$ cat config.mk
export PLATFORM = sky130hd
export DESIGN_NAME = fu_dep_matrix
export DESIGN_NICKNAME = d
export VERILOG_FILES = /design/src/rtl/fudm_pkg.sv /design/src/rtl/fudm_issue_decode.sv /design/src/rtl/fudm_row.sv /design/src/rtl/fudm_grant.sv /design/src/rtl/fu_dep_matrix.sv
export SDC_FILE = /design/constraint.sdc
export NUM_CORES = 1
export LEC_CHECK = 0
export BUFFER_PORTS_ARGS = -buffer_cell sky130_fd_sc_hd__buf_2
export CORE_MARGIN = 4
export CORE_UTILIZATION = 40
export CTS_BUF_LIST = sky130_fd_sc_hd__clkbuf_2
export DETAILED_ROUTE_END_ITERATION = 12
export GPL_ROUTABILITY_DRIVEN = 1
export PLACE_DENSITY_LB_ADDON = 0.12
export SLEW_MARGIN = 0
export SYNTH_ARGS = -nofsm -noshare
export SYNTH_HDL_FRONTEND = slang
export SYNTH_SLANG_ARGS = --single-unit
$ cat constraint.sdc
create_clock -name clk -period 1.79 [get_ports clk]
set_input_delay 0.358 -clock clk [delete_from_list [all_inputs] [get_ports clk]]
set_output_delay 0.358 -clock clk [all_outputs]
set_load 0.03 [all_outputs]
$ cat src/rtl/fudm_pkg.sv
package fudm_pkg;

   typedef enum logic {
      ORD_PROGRAM = 1'b0,
      ORD_WAW     = 1'b1
   } order_mode_e;

endpackage

$ cat src/rtl/fudm_issue_decode.sv
module fudm_issue_decode #(
   parameter int unsigned          NUM_FU     = 4,
   parameter int unsigned          REG_W      = 3,
   parameter fudm_pkg::order_mode_e ORDER_MODE = fudm_pkg::ORD_PROGRAM
) (
   input  logic [NUM_FU-1:0]            busy,
   input  logic [NUM_FU-1:0][REG_W-1:0] dst_tab,
   input  logic [REG_W-1:0]             src_a,
   input  logic [REG_W-1:0]             src_b,
   input  logic [REG_W-1:0]             dst,
   output logic [NUM_FU-1:0]            raw_vec,
   output logic [NUM_FU-1:0]            ord_vec
);

   logic [NUM_FU-1:0] same_dst;

   for (genvar j = 0; j < NUM_FU; j++) begin : g_cmp
      assign raw_vec[j]  = busy[j] & ((dst_tab[j] == src_a) | (dst_tab[j] == src_b));
      assign same_dst[j] = busy[j] & (dst_tab[j] == dst);
   end

   if (ORDER_MODE == fudm_pkg::ORD_PROGRAM) begin : g_prog
      assign ord_vec = busy;
   end else begin : g_waw
      assign ord_vec = same_dst;
   end

endmodule

$ cat src/rtl/fudm_row.sv
module fudm_row #(
   parameter int unsigned NUM_FU  = 4,
   parameter int unsigned ROW_IDX = 0
) (
   input  logic              clk,
   input  logic              rst_n,
   input  logic              load,
   input  logic [NUM_FU-1:0] raw_in,
   input  logic [NUM_FU-1:0] ord_in,
   input  logic [NUM_FU-1:0] col_clr,
   input  logic              row_clr,
   output logic [NUM_FU-1:0] raw_q,
   output logic [NUM_FU-1:0] ord_q
);

   always_ff @(posedge clk or negedge rst_n) begin
      if (!rst_n) begin
         raw_q <= '0;
         ord_q <= '0;
      end else if (row_clr) begin
         raw_q <= '0;
         ord_q <= '0;
      end else if (load) begin
         raw_q <= raw_in & ~col_clr;
         ord_q <= ord_in & ~col_clr;
      end else begin
         raw_q <= raw_q & ~col_clr;
         ord_q <= ord_q & ~col_clr;
      end
   end

   AST_DIAG_ZERO: assert property (@(posedge clk) disable iff (!rst_n)
      !raw_q[ROW_IDX] && !ord_q[ROW_IDX]);

endmodule

$ cat src/rtl/fudm_grant.sv
module fudm_grant #(
   parameter int unsigned NUM_FU = 4
) (
   input  logic [NUM_FU-1:0][NUM_FU-1:0] raw_rows,
   input  logic [NUM_FU-1:0][NUM_FU-1:0] ord_rows,
   input  logic [NUM_FU-1:0]             busy,
   input  logic [NUM_FU-1:0]             hold,
   output logic [NUM_FU-1:0]             go_rd,
   output logic [NUM_FU-1:0]             go_wr
);

   for (genvar i = 0; i < NUM_FU; i++) begin : g_unit
      logic data_clear;
      logic order_clear;
      assign data_clear  = ~|raw_rows[i];
      assign order_clear = ~|ord_rows[i];
      assign go_rd[i]    = busy[i] & data_clear;
      assign go_wr[i]    = busy[i] & data_clear & order_clear & ~hold[i];
   end

endmodule

$ cat src/rtl/fu_dep_matrix.sv
module fu_dep_matrix #(
   parameter int unsigned           NUM_FU     = 4,
   parameter int unsigned           NUM_REG    = 8,
   parameter fudm_pkg::order_mode_e ORDER_MODE = fudm_pkg::ORD_PROGRAM,
   localparam int unsigned          UNIT_W     = (NUM_FU > 1) ? $clog2(NUM_FU) : 1,
   localparam int unsigned          REG_W      = (NUM_REG > 1) ? $clog2(NUM_REG) : 1
) (
   input  logic              clk,
   input  logic              rst_n,
   input  logic              disp_valid,
   input  logic [UNIT_W-1:0] disp_unit,
   input  logic [REG_W-1:0]  disp_src_a,
   input  logic [REG_W-1:0]  disp_src_b,
   input  logic [REG_W-1:0]  disp_dst,
   input  logic [NUM_FU-1:0] wr_block,
   input  logic [NUM_FU-1:0] kill,
   input  logic [NUM_FU-1:0] wr_done,
   output logic [NUM_FU-1:0] busy,
   output logic [NUM_FU-1:0] grant_rd,
   output logic [NUM_FU-1:0] grant_wr
);

   if (NUM_FU < 2) begin : g_bad_fu
      $error("fu_dep_matrix: NUM_FU must be at least 2");
   end
   if (NUM_REG < 2) begin : g_bad_reg
      $error("fu_dep_matrix: NUM_REG must be at least 2");
   end

   logic [NUM_FU-1:0]              busy_q;
   logic [NUM_FU-1:0][REG_W-1:0]   dst_q;
   logic [NUM_FU-1:0][NUM_FU-1:0]  raw_rows;
   logic [NUM_FU-1:0][NUM_FU-1:0]  ord_rows;
   logic [NUM_FU-1:0]              raw_new;
   logic [NUM_FU-1:0]              ord_new;
   logic [NUM_FU-1:0]              load_vec;
   logic [NUM_FU-1:0]              commit_eff;
   logic [NUM_FU-1:0]              clr_vec;
   logic [NUM_FU-1:0]              go_rd_w;
   logic [NUM_FU-1:0]              go_wr_w;

   assign commit_eff = wr_done & go_wr_w;
   assign clr_vec    = kill | commit_eff;

   fudm_issue_decode #(
      .NUM_FU     (NUM_FU),
      .REG_W      (REG_W),
      .ORDER_MODE (ORDER_MODE)
   ) u_decode (
      .busy    (busy_q),
      .dst_tab (dst_q),
      .src_a   (disp_src_a),
      .src_b   (disp_src_b),
      .dst     (disp_dst),
      .raw_vec (raw_new),
      .ord_vec (ord_new)
   );

   for (genvar i = 0; i < NUM_FU; i++) begin : g_unit
      assign load_vec[i] = disp_valid && (disp_unit == UNIT_W'(i)) &&
                           !busy_q[i] && !kill[i];

      always_ff @(posedge clk or negedge rst_n) begin
         if (!rst_n) begin
            busy_q[i] <= 1'b0;
            dst_q[i]  <= '0;
         end else if (clr_vec[i]) begin
            busy_q[i] <= 1'b0;
         end else if (load_vec[i]) begin
            busy_q[i] <= 1'b1;
            dst_q[i]  <= disp_dst;
         end
      end

      fudm_row #(
         .NUM_FU  (NUM_FU),
         .ROW_IDX (i)
      ) u_row (
         .clk     (clk),
         .rst_n   (rst_n),
         .load    (load_vec[i]),
         .raw_in  (raw_new),
         .ord_in  (ord_new),
         .col_clr (clr_vec),
         .row_clr (clr_vec[i]),
         .raw_q   (raw_rows[i]),
         .ord_q   (ord_rows[i])
      );

      logic [NUM_FU-1:0] col_bits;
      for (genvar k = 0; k < NUM_FU; k++) begin : g_col
         assign col_bits[k] = raw_rows[k][i] | ord_rows[k][i];
      end

      AST_HOLD_KEEPS_BUSY: assert property (@(posedge clk) disable iff (!rst_n)
         busy_q[i] && wr_block[i] && !kill[i] |=> busy_q[i]);
      AST_KILL_FREES: assert property (@(posedge clk) disable iff (!rst_n)
         kill[i] |=> !busy_q[i]);
      AST_IDLE_ROW_EMPTY: assert property (@(posedge clk) disable iff (!rst_n)
         !busy_q[i] |-> (raw_rows[i] == '0) && (ord_rows[i] == '0));
      AST_COLUMN_CLEARED: assert property (@(posedge clk) disable iff (!rst_n)
         clr_vec[i] |=> (col_bits == '0));
   end

   fudm_grant #(
      .NUM_FU (NUM_FU)
   ) u_grant (
      .raw_rows (raw_rows),
      .ord_rows (ord_rows),
      .busy     (busy_q),
      .hold     (wr_block),
      .go_rd    (go_rd_w),
      .go_wr    (go_wr_w)
   );

   if (ORDER_MODE == fudm_pkg::ORD_PROGRAM) begin : g_prog_chk
      logic [NUM_FU-1:0] order_free;
      for (genvar i = 0; i < NUM_FU; i++) begin : g_of
         assign order_free[i] = busy_q[i] & ~|ord_rows[i];
      end
      AST_SINGLE_OLDEST: assert property (@(posedge clk) disable iff (!rst_n)
         $countones(order_free) <= 1);
   end

   assign busy     = busy_q;
   assign grant_rd = go_rd_w;
   assign grant_wr = go_wr_w;

endmodule

# After elaboration in Yosys (flattened, before gate mapping)
# Index checks and enable logic that the tools add are counted.
# word_totals
register_bits	48
latchBits	0
ram_bits	0
mem_bits_ro	0
output_inout_bits	12
memories	0
# op_classes
n_addsub	0
n_mul	0
div_mod_pow	0
order_cmp	0
n_eq_ne	11
n_shift	0
n_mux	24
n_bitwise	41
reduce_logical	45
# ops
cell	n
2-to-1 mux 4 bit	16
bitwise AND 4 bit	11
OR reduction 4 bit	8
== test 3 bit	8
bitwise AND 1 bit	16
logical NOT 1 bit	16
logical AND 1 bit	12
2-to-1 mux 1 bit	8
inverter 1 bit	8
AND reduction 2 bit	4
nonzero test 2 bit	4
== test 2 bit, second input constant	2
inverter 4 bit	1
OR 1 bit	4
OR 4 bit	1
== test 2 x 1 -> 1 bit, second input constant	1
logical NOT 2 bit	1

# Longest topological paths before layout
# logic_depth
depth_word	11
mapped_depth	5

# Cells and area by module
# A second synthesis with hierarchy kept.
# hier_totals
hier_cells	231
area_unflattened_um2	2541.2
# by_module_without_submodules
module	n_inst	cells_per_inst	area_each_um2	seq_area_each_um2
fudm_row	4	26	335.3	200.2
fu_dep_matrix	1	58	726.9	400.4
fudm_issue_decode	1	50	345.3	0.0
fudm_grant	1	19	127.6	0.0

# Worst setup path after synthesis
# Ideal clock, no wire load.
# synth_path
kind	reg2out
start	register g_unit[2].u_row.raw_q[2]
end	output grant_wr[2]
t_arrival_ns	2.410
setup_slack_ns	-0.978
stages_incl_launch_ff	4
path_buffers	0
cell_sequence	dfrtp_1 or4_4 nor2_1 nor4b_1
# synth_via
elab_chain_cells	5
# synth_rtl
element	line	rtl
start, declared	fudm_row.sv:12	output logic [NUM_FU-1:0] raw_q,
start signal, assigned	fudm_row.sv:24	raw_q <= raw_in & ~col_clr;
start signal, assigned	fudm_row.sv:27	raw_q <= raw_q & ~col_clr;
OR reduction 4 bit	fudm_grant.sv:15	assign data_clear = ~|raw_rows[i];
logical NOT 1 bit	fudm_grant.sv:15	
bitwise AND 1 bit	-	
via grant_rd[2]	fu_dep_matrix.sv:19	output logic [NUM_FU-1:0] grant_rd,
bitwise AND 1 bit (2 in series)	fudm_grant.sv:18	assign go_wr[i] = busy[i] & data_clear & order_clear & ~hold[i];
end, declared	fu_dep_matrix.sv:20	output logic [NUM_FU-1:0] grant_wr
# The timed path passes the listed nets, and every way through them passes these cells.

# Worst setup path after layout
# layout_path
start	register g_unit[2].u_row.raw_q[0]
end	output grant_wr[2]
# layout_via
elab_chain_cells	5
# layout_rtl
element	line
OR reduction 4 bit	fudm_grant.sv:15
logical NOT 1 bit	fudm_grant.sv:15
bitwise AND 1 bit (3 in series)	fudm_grant.sv:18
# Every way passes these cells.

==> impl_metrics.env <==
export IMPL_status="complete, but fails checks"
export IMPL_violations="setup timing"
export IMPL_maxCapViolations=0
export IMPL_critPathLaunchType="register"
export IMPL_p_switching_mw=0.686
export IMPL_vias_per_cell=5.41
export IMPL_die_w_um=85.8
export IMPL_seq_power_share_pct=57.3
export IMPL_maxUsedRoutingLayer="met4"
export IMPL_yosys_top_cells_area="dfrtp_1 (50%), xor2_1 (8.0%), nand2_1 (5.1%), nand3b_1 (4.0%), a21oi_1 (3.1%)"
export IMPL_syn_area_um2=2420
export IMPL_antenna_found_initial=0
export IMPL_fill_cells=563
export IMPL_clock_sinks=48
export IMPL_numCtsBuffers=5
export IMPL_vias=2056
export IMPL_cts_htree_levels=2
export IMPL_die_h_um=85.8
export IMPL_wl_met1_mm=3.03
export IMPL_period_share_pct=126
export IMPL_power_density_nw_per_um2=676
export IMPL_diodes=0
export IMPL_setup_tns_ns=-2.22
export IMPL_syn_avg_cell_area_um2=10.0
export IMPL_skew_ns=0.0349
export IMPL_grt_max_degree=49
export IMPL_first_pass_iters=4
export IMPL_cp_arrival_ns=1.89
export IMPL_crit_fanout=2
export IMPL_setup_viol=9
export IMPL_drc=0
export IMPL_combPwrFrac_pct=22.7
export IMPL_cts_tree="done"
export IMPL_hp_class="input pin to register"
export IMPL_dieArea_um2=7350
export IMPL_clkPwrFrac_pct=20.0
export IMPL_power_mw=2.14
export IMPL_yosys_warnings=0
export IMPL_grt_total_usage_pct=19.4
export IMPL_clock_latency_ns=0.43
export IMPL_synth_edf_count=0
export IMPL_wl_mm=6.57
export IMPL_clk_pin_slew_ns=0.26
export IMPL_clockBufferDepth=2
export IMPL_detail_route_wl_per_cell_um=17.3
export IMPL_initial_core_util_pct=41.1
export IMPL_worstSetupEndpointType="primary output"
export IMPL_ys_seq_area_share_pct=49.7
export IMPL_wl_met3_um=305
export IMPL_worstSetupPathType="register to primary output"
export IMPL_synth_top_area_share_pct=49.7
export IMPL_ant_nets=0
export IMPL_grt_pass1_vias=2067
export IMPL_wl_met2_mm=3.16
export IMPL_placed_cells=368
export IMPL_drt_initial_drc_count=117
export IMPL_layout_min_cycle_time_ns=2.25
export IMPL_area_growth_pct=31.1
export IMPL_synth_area_leader_cell="dfrtp_1"
export IMPL_io_buffers=37
export IMPL_tightest_slew_ns=0.522
export IMPL_cts_root_buf="clkbuf_2"
export IMPL_drive_gt1_share_pct=38.7
export IMPL_cp_required_ns=1.43
export IMPL_fmax_mhz=444
export IMPL_finalNonFillerCells=380
export IMPL_gr_total_overflow=0
export IMPL_boundaryPins=38
export IMPL_setup_slack_ns=-0.462
export IMPL_grt_pass1_wl_mm=10.9
export IMPL_synthFlopType="dfrtp_1"
export IMPL_leakagePower_nw=1.42
export IMPL_p_sw_share_pct=32.0
export IMPL_syn_nets=267
export IMPL_final_hold_violation_count=0
export IMPL_grt_setup_unrepaired="true"
export IMPL_rows=28
export IMPL_synth_seq_cells=48
export IMPL_gp_congestion=0.838
export IMPL_synth_distinct_cells=38
export IMPL_fin_nets=331
export IMPL_synthArstFlopShare_pct=100
export IMPL_dp_hpwl_mm=4.89
export IMPL_hold_ws_ns=0.161
export IMPL_fp_coreArea_um2=5890
export IMPL_syn_inst=241
export IMPL_p_int_mw=1.46
export IMPL_slew_headroom_pct=64.7
export IMPL_vdd_drop_max_mv=0.348
export IMPL_drv_slew=0
layout by cell type, fill, tap and decap left out, drive strengths merged, types with 2 or more instances in the layout:
master and instances:
a21oi 15, or2 2, or4b 2, nor2 12, xor2 22, and3 2, buf 67, nor4b 3
nand3b 13, clkbuf 5, dfrtp 48, inv 3, nor3 8, a211oi 8, o21ai 10, nor3b 6
mux2 6, a21o 3, clkinv 2, o22ai 3, or4 7, nor4 9, o211ai 2, nand2 33
nand2b 3
logic make-up after synthesis:
family / synth area share, %
muxes: 3.21
xor gates and xnor gates: 7.97
and+or+nand+nor: 25.3
DFF: 49.7
AOI/OAI and AO/OA: 11.0
buffers and inverters: 2.79
area by class of cell:
class                   instances  area, um2  area share, %
clock buffers                   5       25.0          0.789
clock inverters                 2       7.51          0.237
flip-flops and latches         48       1200           37.9
well taps                      75       93.8           2.96
multi-input cells             179       1350           42.6
inverters                       3       11.3          0.355
repair buffers                 68        482           15.2
sequential cells by signal (all words and copies together) (netlist names):
signal,count
g_unit.u_row.raw_q,16
busy,4
dst_q,12
g_unit.u_row.ord_q,16
critical path: stages (launching register included):
cell     delay (ns)
dfrtp_1        0.44
or4_4          0.56
nor2_4         0.10
nor4b_4        0.20
buf_6          0.16
cell usage after synthesis, types with 5 or more instances:
| cell type | count |
|---|---|
| a211oi_1 | 8 |
| a21oi_1 | 15 |
| clkbuf_1 | 10 |
| dfrtp_1 | 48 |
| mux2_2 | 6 |
| nand2_1 | 33 |
| nand3b_1 | 13 |
| nor2_1 | 12 |
| nor3_1 | 8 |
| nor3b_1 | 6 |
| nor4_1 | 8 |
| o21ai_0 | 10 |
| or4_1 | 5 |
| xor2_1 | 22 |
final timing paths:
path                                                from                        to  slack, ns  cells after the start
worst max-delay path            g_unit[2].u_row.raw_q[0]               grant_wr[2]      -0.46                      4
worst min register to register  g_unit[0].u_row.ord_q[0]  g_unit[0].u_row.ord_q[0]       0.53                      1
worst max register to register  g_unit[2].u_row.raw_q[0]  g_unit[1].u_row.raw_q[2]      -0.04                      4
min in group asynchronous                          rst_n  g_unit[2].u_row.ord_q[1]       0.38                      3
worst min-delay path                         disp_dst[0]                  dst_q[9]       0.16                      3
max in group asynchronous                          rst_n  g_unit[0].u_row.ord_q[0]       1.14                      3
timing repair:
action | CTS | global route
endpoints found under the hold margin | 48 | 0
hold buffers | 1 | 0
cloned | 1 | 0
buffers inserted | 2 | 1
pin swaps | 3 | 5
endpoints found under the setup margin | 17 | 18
gates resized for setup | 17 | 13
through the flow:
step	setup WS [ns]	utilization [%]	cell area, um2
after floorplan	-0.131	-	2520
after global placement	-0.0678	50.6	2980
after detailed placement	-0.0925	50.6	2980
after CTS	-0.490	52.7	3100
after global routing	-0.567	53.9	3170
final	-0.462	53.9	3170
power by group through the flow:
stage | Clock, mW | Combinational, mW | Sequential (mW)
2_1_floorplan | 0 | 0.269 | 1.24
3_3_place_gp | 0 | 0.449 | 1.25
3_5_place_dp | 0 | 0.459 | 1.25
4_1_cts | 0.439 | 0.476 | 1.23
5_1_grt | 0.477 | 0.542 | 1.25
6_report | 0.428 | 0.487 | 1.23
layer usage:
metal  vias to the layer above  track usage (%)
met5                         -                0
met4                         0             5.18
met3                         8             3.17
met2                        44             31.0
met1                      1010             27.3
li1                        994                -
No activity file was read; power rests on OpenSTA's default activity.
